## src/rtl/aer_hdr_logger.sv

```systemverilog
module aer_hdr_logger #(
  parameter int W = 32,
  parameter int DEPTH = 4,
  parameter logic [W-1:0] UNC_MASK = 32'h003F_F030,
  localparam int IW = $clog2(W),
  localparam int CW = $clog2(DEPTH + 1),
  localparam int AW = (DEPTH > 1) ? $clog2(DEPTH) : 1
) (
  input  logic          clk,
  input  logic          rst,
  input  logic          ev_valid,
  input  logic [W-1:0]  ev_status,
  input  logic [127:0]  ev_hdr,
  input  logic [127:0]  ev_pfx,
  input  logic          ev_hdr_ok,
  input  logic          ev_pfx_ok,
  input  logic          multi_en,
  input  logic          pfx_cap,
  input  logic          cap_wr,
  input  logic [W-1:0]  unc_status,
  output logic [IW-1:0] fep,
  output logic          pfx_flag,
  output logic [127:0]  hdr_log,
  output logic [127:0]  pfx_log,
  output logic [W-1:0]  status_set,
  output logic          hlo_req
);

  function automatic logic [IW-1:0] enc(input logic [W-1:0] v);
    enc = '0;
    for (int i = 0; i < W; i++) if (v[i]) enc = IW'(i);
  endfunction

  function automatic logic [127:0] bswap(input logic [127:0] d);
    for (int w = 0; w < 4; w++)
      for (int b = 0; b < 4; b++)
        bswap[32*w + 8*b +: 8] = d[32*w + 24 - 8*b +: 8];
  endfunction

  logic [IW-1:0] q_idx [DEPTH];
  logic          q_hv  [DEPTH];
  logic          q_pv  [DEPTH];
  logic [127:0]  q_h   [DEPTH];
  logic [127:0]  q_p   [DEPTH];
  logic [CW-1:0] cnt;

  logic [W-1:0] ev_m, qbits;
  logic ev_ok, first_set, pop, clr, flush, go_q, go_log, full, push;
  logic [CW-1:0] cnt_p;
  logic [AW-1:0] wptr;

  assign ev_m      = ev_status & UNC_MASK;
  assign ev_ok     = ev_valid && (ev_m != '0) && ((ev_m & (ev_m - 1'b1)) == '0);
  assign first_set = unc_status[fep];
  assign pop       = cap_wr && !first_set && multi_en && (cnt != '0);
  assign clr       = cap_wr && !first_set && !pop;
  assign flush     = cap_wr && first_set && !multi_en;
  assign go_q      = ev_ok && multi_en && (first_set || pop);
  assign go_log    = ev_ok && !go_q;
  assign cnt_p     = cnt - CW'(pop);
  assign full      = (cnt_p == CW'(DEPTH));
  assign push      = go_q && !full;
  assign wptr      = cnt_p[AW-1:0];

  always_comb begin
    qbits = '0;
    for (int k = 0; k < DEPTH; k++)
      if (CW'(k) < cnt) qbits[q_idx[k]] = 1'b1;
  end

  logic [IW-1:0] ld_idx;
  logic          ld_hv, ld_pv;
  logic [127:0]  ld_h, ld_p;
  assign ld_idx = pop ? q_idx[0] : enc(ev_m);
  assign ld_hv  = pop ? q_hv[0]  : ev_hdr_ok;
  assign ld_pv  = pop ? q_pv[0]  : ev_pfx_ok;
  assign ld_h   = pop ? q_h[0]   : ev_hdr;
  assign ld_p   = pop ? q_p[0]   : ev_pfx;

  always_ff @(posedge clk) begin
    if (rst) begin
      cnt        <= '0;
      fep        <= '0;
      pfx_flag   <= 1'b0;
      hdr_log    <= '0;
      pfx_log    <= '0;
      status_set <= '0;
      hlo_req    <= 1'b0;
    end else begin
      hlo_req    <= go_q && full;
      status_set <= (cap_wr && multi_en && (first_set || cnt != '0)) ? qbits : '0;

      if (flush) begin
        cnt <= '0;
      end else begin
        if (pop)
          for (int k = 0; k < DEPTH - 1; k++) begin
            q_idx[k] <= q_idx[k+1];
            q_hv[k]  <= q_hv[k+1];
            q_pv[k]  <= q_pv[k+1];
            q_h[k]   <= q_h[k+1];
            q_p[k]   <= q_p[k+1];
          end
        if (push) begin
          q_idx[wptr] <= enc(ev_m);
          q_hv[wptr]  <= ev_hdr_ok;
          q_pv[wptr]  <= ev_pfx_ok;
          q_h[wptr]   <= ev_hdr;
          q_p[wptr]   <= ev_pfx;
        end
        cnt <= cnt_p + CW'(push);
      end

      if (pop || go_log) begin
        fep      <= ld_idx;
        hdr_log  <= ld_hv ? bswap(ld_h) : '0;
        pfx_flag <= ld_pv && pfx_cap;
        pfx_log  <= (ld_pv && pfx_cap) ? bswap(ld_p) : '0;
      end else if (clr) begin
        fep      <= '0;
        pfx_flag <= 1'b0;
        hdr_log  <= '0;
        pfx_log  <= '0;
      end
    end
  end

  p_cnt_bound_r5: assert property (@(posedge clk) disable iff (rst)
    cnt <= CW'(DEPTH));
  p_ovf_full_r5: assert property (@(posedge clk) disable iff (rst)
    hlo_req |-> $past(cnt) == CW'(DEPTH));
  p_reject_r1: assert property (@(posedge clk) disable iff (rst)
    (ev_valid && !ev_ok && !cap_wr) |=> ($stable(fep) && $stable(hdr_log) && $stable(cnt)));
  p_clear_r6: assert property (@(posedge clk) disable iff (rst)
    (clr && !go_log) |=> (fep == '0 && !pfx_flag && hdr_log == '0 && pfx_log == '0));
  p_pfx_gate_r4: assert property (@(posedge clk) disable iff (rst)
    $rose(pfx_flag) |-> $past(pfx_cap));
  p_flush_r9: assert property (@(posedge clk) disable iff (rst)
    flush |=> cnt == '0);
  p_ovf_cause_r12: assert property (@(posedge clk) disable iff (rst)
    hlo_req |-> $past(ev_valid));

endmodule

```

## config.mk

```make
export PLATFORM = sky130hd
export DESIGN_NAME = aer_hdr_logger
export DESIGN_NICKNAME = d
export VERILOG_FILES = /design/src/rtl/aer_hdr_logger.sv
export SDC_FILE = /design/constraint.sdc
export NUM_CORES = 2
export LEC_CHECK = 0
export BUFFER_PORTS_ARGS = -buffer_cell sky130_fd_sc_hd__buf_4
export CORE_UTILIZATION = 40
export CTS_CLUSTER_DIAMETER = 30
export DETAILED_ROUTE_END_ITERATION = 8
export GPL_TIMING_DRIVEN = 0
export HOLD_SLACK_MARGIN = 0.08
export PLACE_DENSITY_LB_ADDON = 0.05
export SLEW_MARGIN = 5
export SYNTH_ARGS = -nofsm -noshare
export SYNTH_HDL_FRONTEND = slang
export SYNTH_SLANG_ARGS = --single-unit
```

## constraint.sdc

```tcl
create_clock -name clk -period 24.2 [get_ports clk]
set_input_delay 2.42 -clock clk [delete_from_list [all_inputs] [get_ports clk]]
set_output_delay 2.42 -clock clk [all_outputs]
set_load 0.01 [all_outputs]
```

# Yosys cells after proc, flatten, opt, wreduce, memory -nomap -nowiden
# Memory sizes are Yosys's and may differ from the RTL's.
# Cells that the tools add are included.
dict set report word_totals {
  register_bits 298
  ramBits 1052
  elab_cells 119
  memories 5
}
# name depth width read_ports rd_ports_with_merged_regs wr line
set mem_list {}
lappend mem_list {q_h 4 128 4 0 4 43} ;# logic [127:0] q_h [DEPTH];
lappend mem_list {q_p 4 128 4 0 4 44} ;# logic [127:0] q_p [DEPTH];
lappend mem_list {q_idx 4 5 4 0 4 40} ;# logic [IW-1:0] q_idx [DEPTH];
lappend mem_list {q_hv 4 1 4 0 4 41} ;# logic q_hv [DEPTH];
lappend mem_list {q_pv 4 1 4 0 4 42} ;# logic q_pv [DEPTH];
dict set report op_classes {
  add_sub_neg 3
  magnitude_cmp 13
  n_eq_ne 1
  muxes 51
  bitwise 5
  n_reduce_logical 34
}
# op n
set op_table {}
lappend op_table {{two-way mux 128 bit} 7}
lappend op_table {{two-way mux 32 bit} 4}
lappend op_table {{OR 32 bit} 3}
lappend op_table {{two-way mux 5 bit} 17}
lappend op_table {{bitwise AND 22 x 32 -> 32 bit} 1}
lappend op_table {{zero test 32 bit} 1}
lappend op_table {{nonzero test 32 bit} 1}
lappend op_table {{less-than comparator 5 x 6 -> 1 bit (second input constant)} 5}
lappend op_table {{subtractor 22 x 1 -> 23 bit (second input constant)} 1}
lappend op_table {{demux 1 bit (select 5 bit)} 4}
lappend op_table {{>= comparator 5 x 1 -> 1 bit (second input constant)} 4}
lappend op_table {{logical AND 1 bit} 20}
lappend op_table {{two-way mux 1 bit} 17}
lappend op_table {{less-than comparator 1 x 3 -> 1 bit (first input constant)} 2}
lappend op_table {{less-than comparator 2 x 3 -> 1 bit (first input constant)} 2}
lappend op_table {{binary-select mux 1 bit (select 5 bit)} 1}
lappend op_table {{zero test 1 bit} 5}
lappend op_table {{OR reduction 2 bit} 2}
lappend op_table {{adder 3 x 1 -> 3 bit} 1}
lappend op_table {{== test 3 bit (second input constant)} 1}
lappend op_table {{logical OR 1 bit} 3}
lappend op_table {{two-way mux 3 bit} 1}
lappend op_table {{nonzero test 3 bit} 1}
lappend op_table {{subtractor 3 x 1 -> 3 bit} 1}
lappend op_table {{2 further kinds} 2}

# Longest topological paths before layout
dict set report logic_depth {
  word_depth 15
  mapped_depth 18
  depth_no_buf 14
}

# Worst setup path after synthesis
# No wires, ideal clock.
dict set report synth_path {
  path_type {input to register}
  start {input unc_status[14]}
  end {memory q_h[3][0] (enable)}
  setup_ns 0.652
  arrival_time_ns 10.351
  path_slack_ns 13.197
  cell_stages 13
  n_path_buf 2
  path_cell_list {mux2i_1 > a22oi_1 > nand3_1 > nand4_1 > buf_2 > nor2_2 > clkbuf_1 > ha_1 > ha_1 > xor2_1 > nand3_1 > and3_1 > and4_1}
}
# element line
set synth_rtl {}
lappend synth_rtl {{start, declared} 20} ;# input logic [W-1:0] unc_status,
lappend synth_rtl {{end, declared} 43}

==> qor.txt <==
status -> finished, final reports clean
Hold Vio Cnt, Final -> 0
period utilization -> 34.7%
via count -> 35300
kind of critical path -> input port to register
synth unique cells -> 60
WL per Instance -> 24.4 microns
routability cong. -> 0.823
Row Count -> 136
Die Height -> 375 microns
Synth top area share -> 56.8%
Final Critical Period -> 8.41 ns
Final Util -> 53.9%
RR Endpoint -> q_h[1][112]
f_max -> 119 MHz
TritonCTS clock tree -> built
Final HPWL DP -> 111 mm
CTS Hold Buffers Added -> 0
RSZ-0062 raised after global routing -> false
Initial Utilization -> 40.4%
Power per Cell Area -> 94.6 mW/mm^2
via/cell ratio -> 5.22
CP Launch Type -> input port
max_cap viols -> 0
count of final setup violators -> 0
Critical R2R Launch -> cnt[2]
clk_skew -> 0.0653 ns
mapped cell area -> 0.0556 sq mm
final net count -> 5033
largest area contributor in the netlist -> edfxtp_1
Chip Width -> 375 microns
Final Cell Area -> 0.0743 sq mm
setup tns final -> 0 ns
maximum VDD drop -> 65.7 uV
critical path fanouts, max -> 48
Main synth FF type -> edfxtp_1
Placed Area -> 0.0630 sq mm
Overall Global Routing Usage -> 23.4%
Post-CTS Setup Bufs -> 0
Clk Latency, worst-skew pair -> 0.90 ns
synthesis-to-finish area growth -> 33.5%
vias in the first global route -> 35900
Die Area -> 0.141 sq mm
Post-DRT Antenna Nets -> 0
# clock sinks -> 1350
Remaining DRCs -> 0
drt pass-1 iters -> 9
DRT iter0 DRCs -> 2299
WP data arrival -> 8.93 ns
WHS Path Cells -> 2
root buf cell -> clkbuf_16
first-pass GRT wire length -> 243 mm
syn nets -> 4068
Lkg Pwr -> 26.2 nW
number of I/O pins -> 623
Max Buffers Root-to-Sink -> 4
Seq/Total Area, Yosys -> 67.5%
worst reg-to-reg setup slack -> 16.36 ns
Crit. End Element -> register
# port buffers -> 602
TritonCTS buffer count -> 339
Max H-tree Level -> 5
layout cells sized above 1 -> 26.2%
CORE AREA -> 0.138 sq mm
post_cts resized -> 0
Routed WL -> 165 mm
top cells by area, synth -> edfxtp_1 57%, mux2_1 16%, dfxtp_1 11%, mux2i_1 2.6%, o21ai_0 2.4%
R2R depth -> 17
hold crit path type -> register to register
CP required -> 24.72 ns
largest net degree at the start of global routing -> 54
Worst-path clk slew -> 0.04 ns
worst slew pin tran -> 1.27 ns
yosys warns -> 0
Post-synth EDFFs -> 1052
cells after synthesis -> 3736
number of synthesized register bits -> 1350
initial antenna violation count -> 20
Fillers -> 11800
Async SR Flop Fraction -> 0%
pins over their slew limit -> 0
crit path to -> q_h[1][112]
grt ovf -> 0
Syn Area/Cell -> 14.9 sq um
Max-slew headroom -> 15.4%
crit path from -> cap_wr
[Yosys cell counts (13+ instances only)]
library cell	instances
clkbuf_1	107
nand3_1	138
dfxtp_1	298
buf_6	13
edfxtp_1	1052
buf_1	14
nor3b_1	16
mux2_1	777
a21oi_1	167
o21ai_0	264
a21o_1	131
mux2i_1	144
buf_4	77
buf_2	38
nor2_1	24
nand2_1	311
nor3_1	15
a222oi_1	24
[placed cells by master, fill, tap and decap left out, types with 22 or more instances in the layout]
cell and instances:
edfxtp_1 1052, mux2_1 777, buf_4 679, clkbuf_16 346, nand2_1 311, dfxtp_1 298, o21ai_0 264, a21oi_1 167
clkbuf_1 163, mux2i_1 144, nand3_1 138, a21o_1 128, clkinv_2 53, bufinv_16 41, buf_2 39, clkinv_1 33
clkinvlp_4 29, nor2_1 24, a222oi_1 24, clkbuf_8 22
[logic make-up (layout without fill, tap and decap cells)]
logic type               Yosys count  in the layout  share of synthesized area [%]
flip-flops                      1350           1350                           67.5
adder cells (fa/ha/maj)            4              4                         0.0899
other                              0              6                              0
AND/OR/NAND/NOR                  556            556                           4.54
buffers and inverters            261           1493                           2.54
AO/OA/AOI/OAI                    630            630                           6.76
XOR/XNOR                           2              2                         0.0315
multiplexers                     933            933                           18.6
[worst max-delay path, cell delays in order]
cell      delay (ns)
buf_4           0.12
nand3_1         0.77
clkbuf_1        0.63
nor2_2          0.84
clkbuf_1        0.73
ha_1            0.28
ha_1            0.21
inv_1           0.11
nor4_2          0.42
buf_2           0.47
buf_4           0.31
a21o_4          0.65
buf_16          0.33
buf_16          0.27
buf_16          0.27
[area by class of cell]
cell class	instances	area (sq um)	area share (%)
sequential	1350	37600	50.5
multi-input combinational	2125	16700	22.5
clock buffer	424	9170	12.3
timing repair buffer	624	5110	6.88
tap	1794	2240	3.02
clock inverter	184	2090	2.81
buffer	249	1370	1.84
inverter	12	45.0	0.0606
antenna	6	15.0	0.0202
[metrics by stage]
step	hold WS, ns	power (mW)	setup slack [ns]	instances
after floorplan	0.476	2.55	13.20	3736
after global placement	0.435	2.64	5.62	6132
after detailed placement	0.445	2.64	14.58	6154
after CTS	0.452	7.11	15.49	6762
after global routing	0.467	7.23	15.47	6766
final	0.447	7.03	15.79	6768
[state kept, by name (all words and copies together) (netlist names)]
| register | cells |
|---|---|
| q_h | 512 |
| q_pv | 4 |
| status_set | 32 |
| cnt | 3 |
| pfx_flag | 1 |
| hdr_log | 128 |
| hlo_req | 1 |
| q_idx | 20 |
| pfx_log | 128 |
| q_hv | 4 |
| fep | 5 |
| q_p | 512 |
[report_power, final]
group          total, mW  switching, mW  internal [mW]
sequential          2.48      0.0000467           2.48
combinational      0.120         0.0750         0.0452
clock               4.43           1.34           3.09
total               7.03           1.42           5.62
[worst min path at each step]
stage	from	to	slack, ns
after floorplan	hdr_log[100]	hdr_log[100]	0.48
after global placement	pfx_log[50]	pfx_log[50]	0.44
after detailed placement	pfx_log[57]	pfx_log[57]	0.45
after CTS	pfx_flag	pfx_flag	0.45
after global routing	hdr_log[53]	hdr_log[53]	0.47
final	pfx_log[50]	pfx_log[50]	0.45
[layer usage]
layer,vias up,share of wire (%),global-route usage [%]
met5,-,0.095,0
met4,24,2.6,7.88
met3,317,6.3,6.27
met2,1052,49,38.7
met1,17600,42,29.5
li1,16400,-,-
Note: power is estimated with default switching activity, not from simulation.
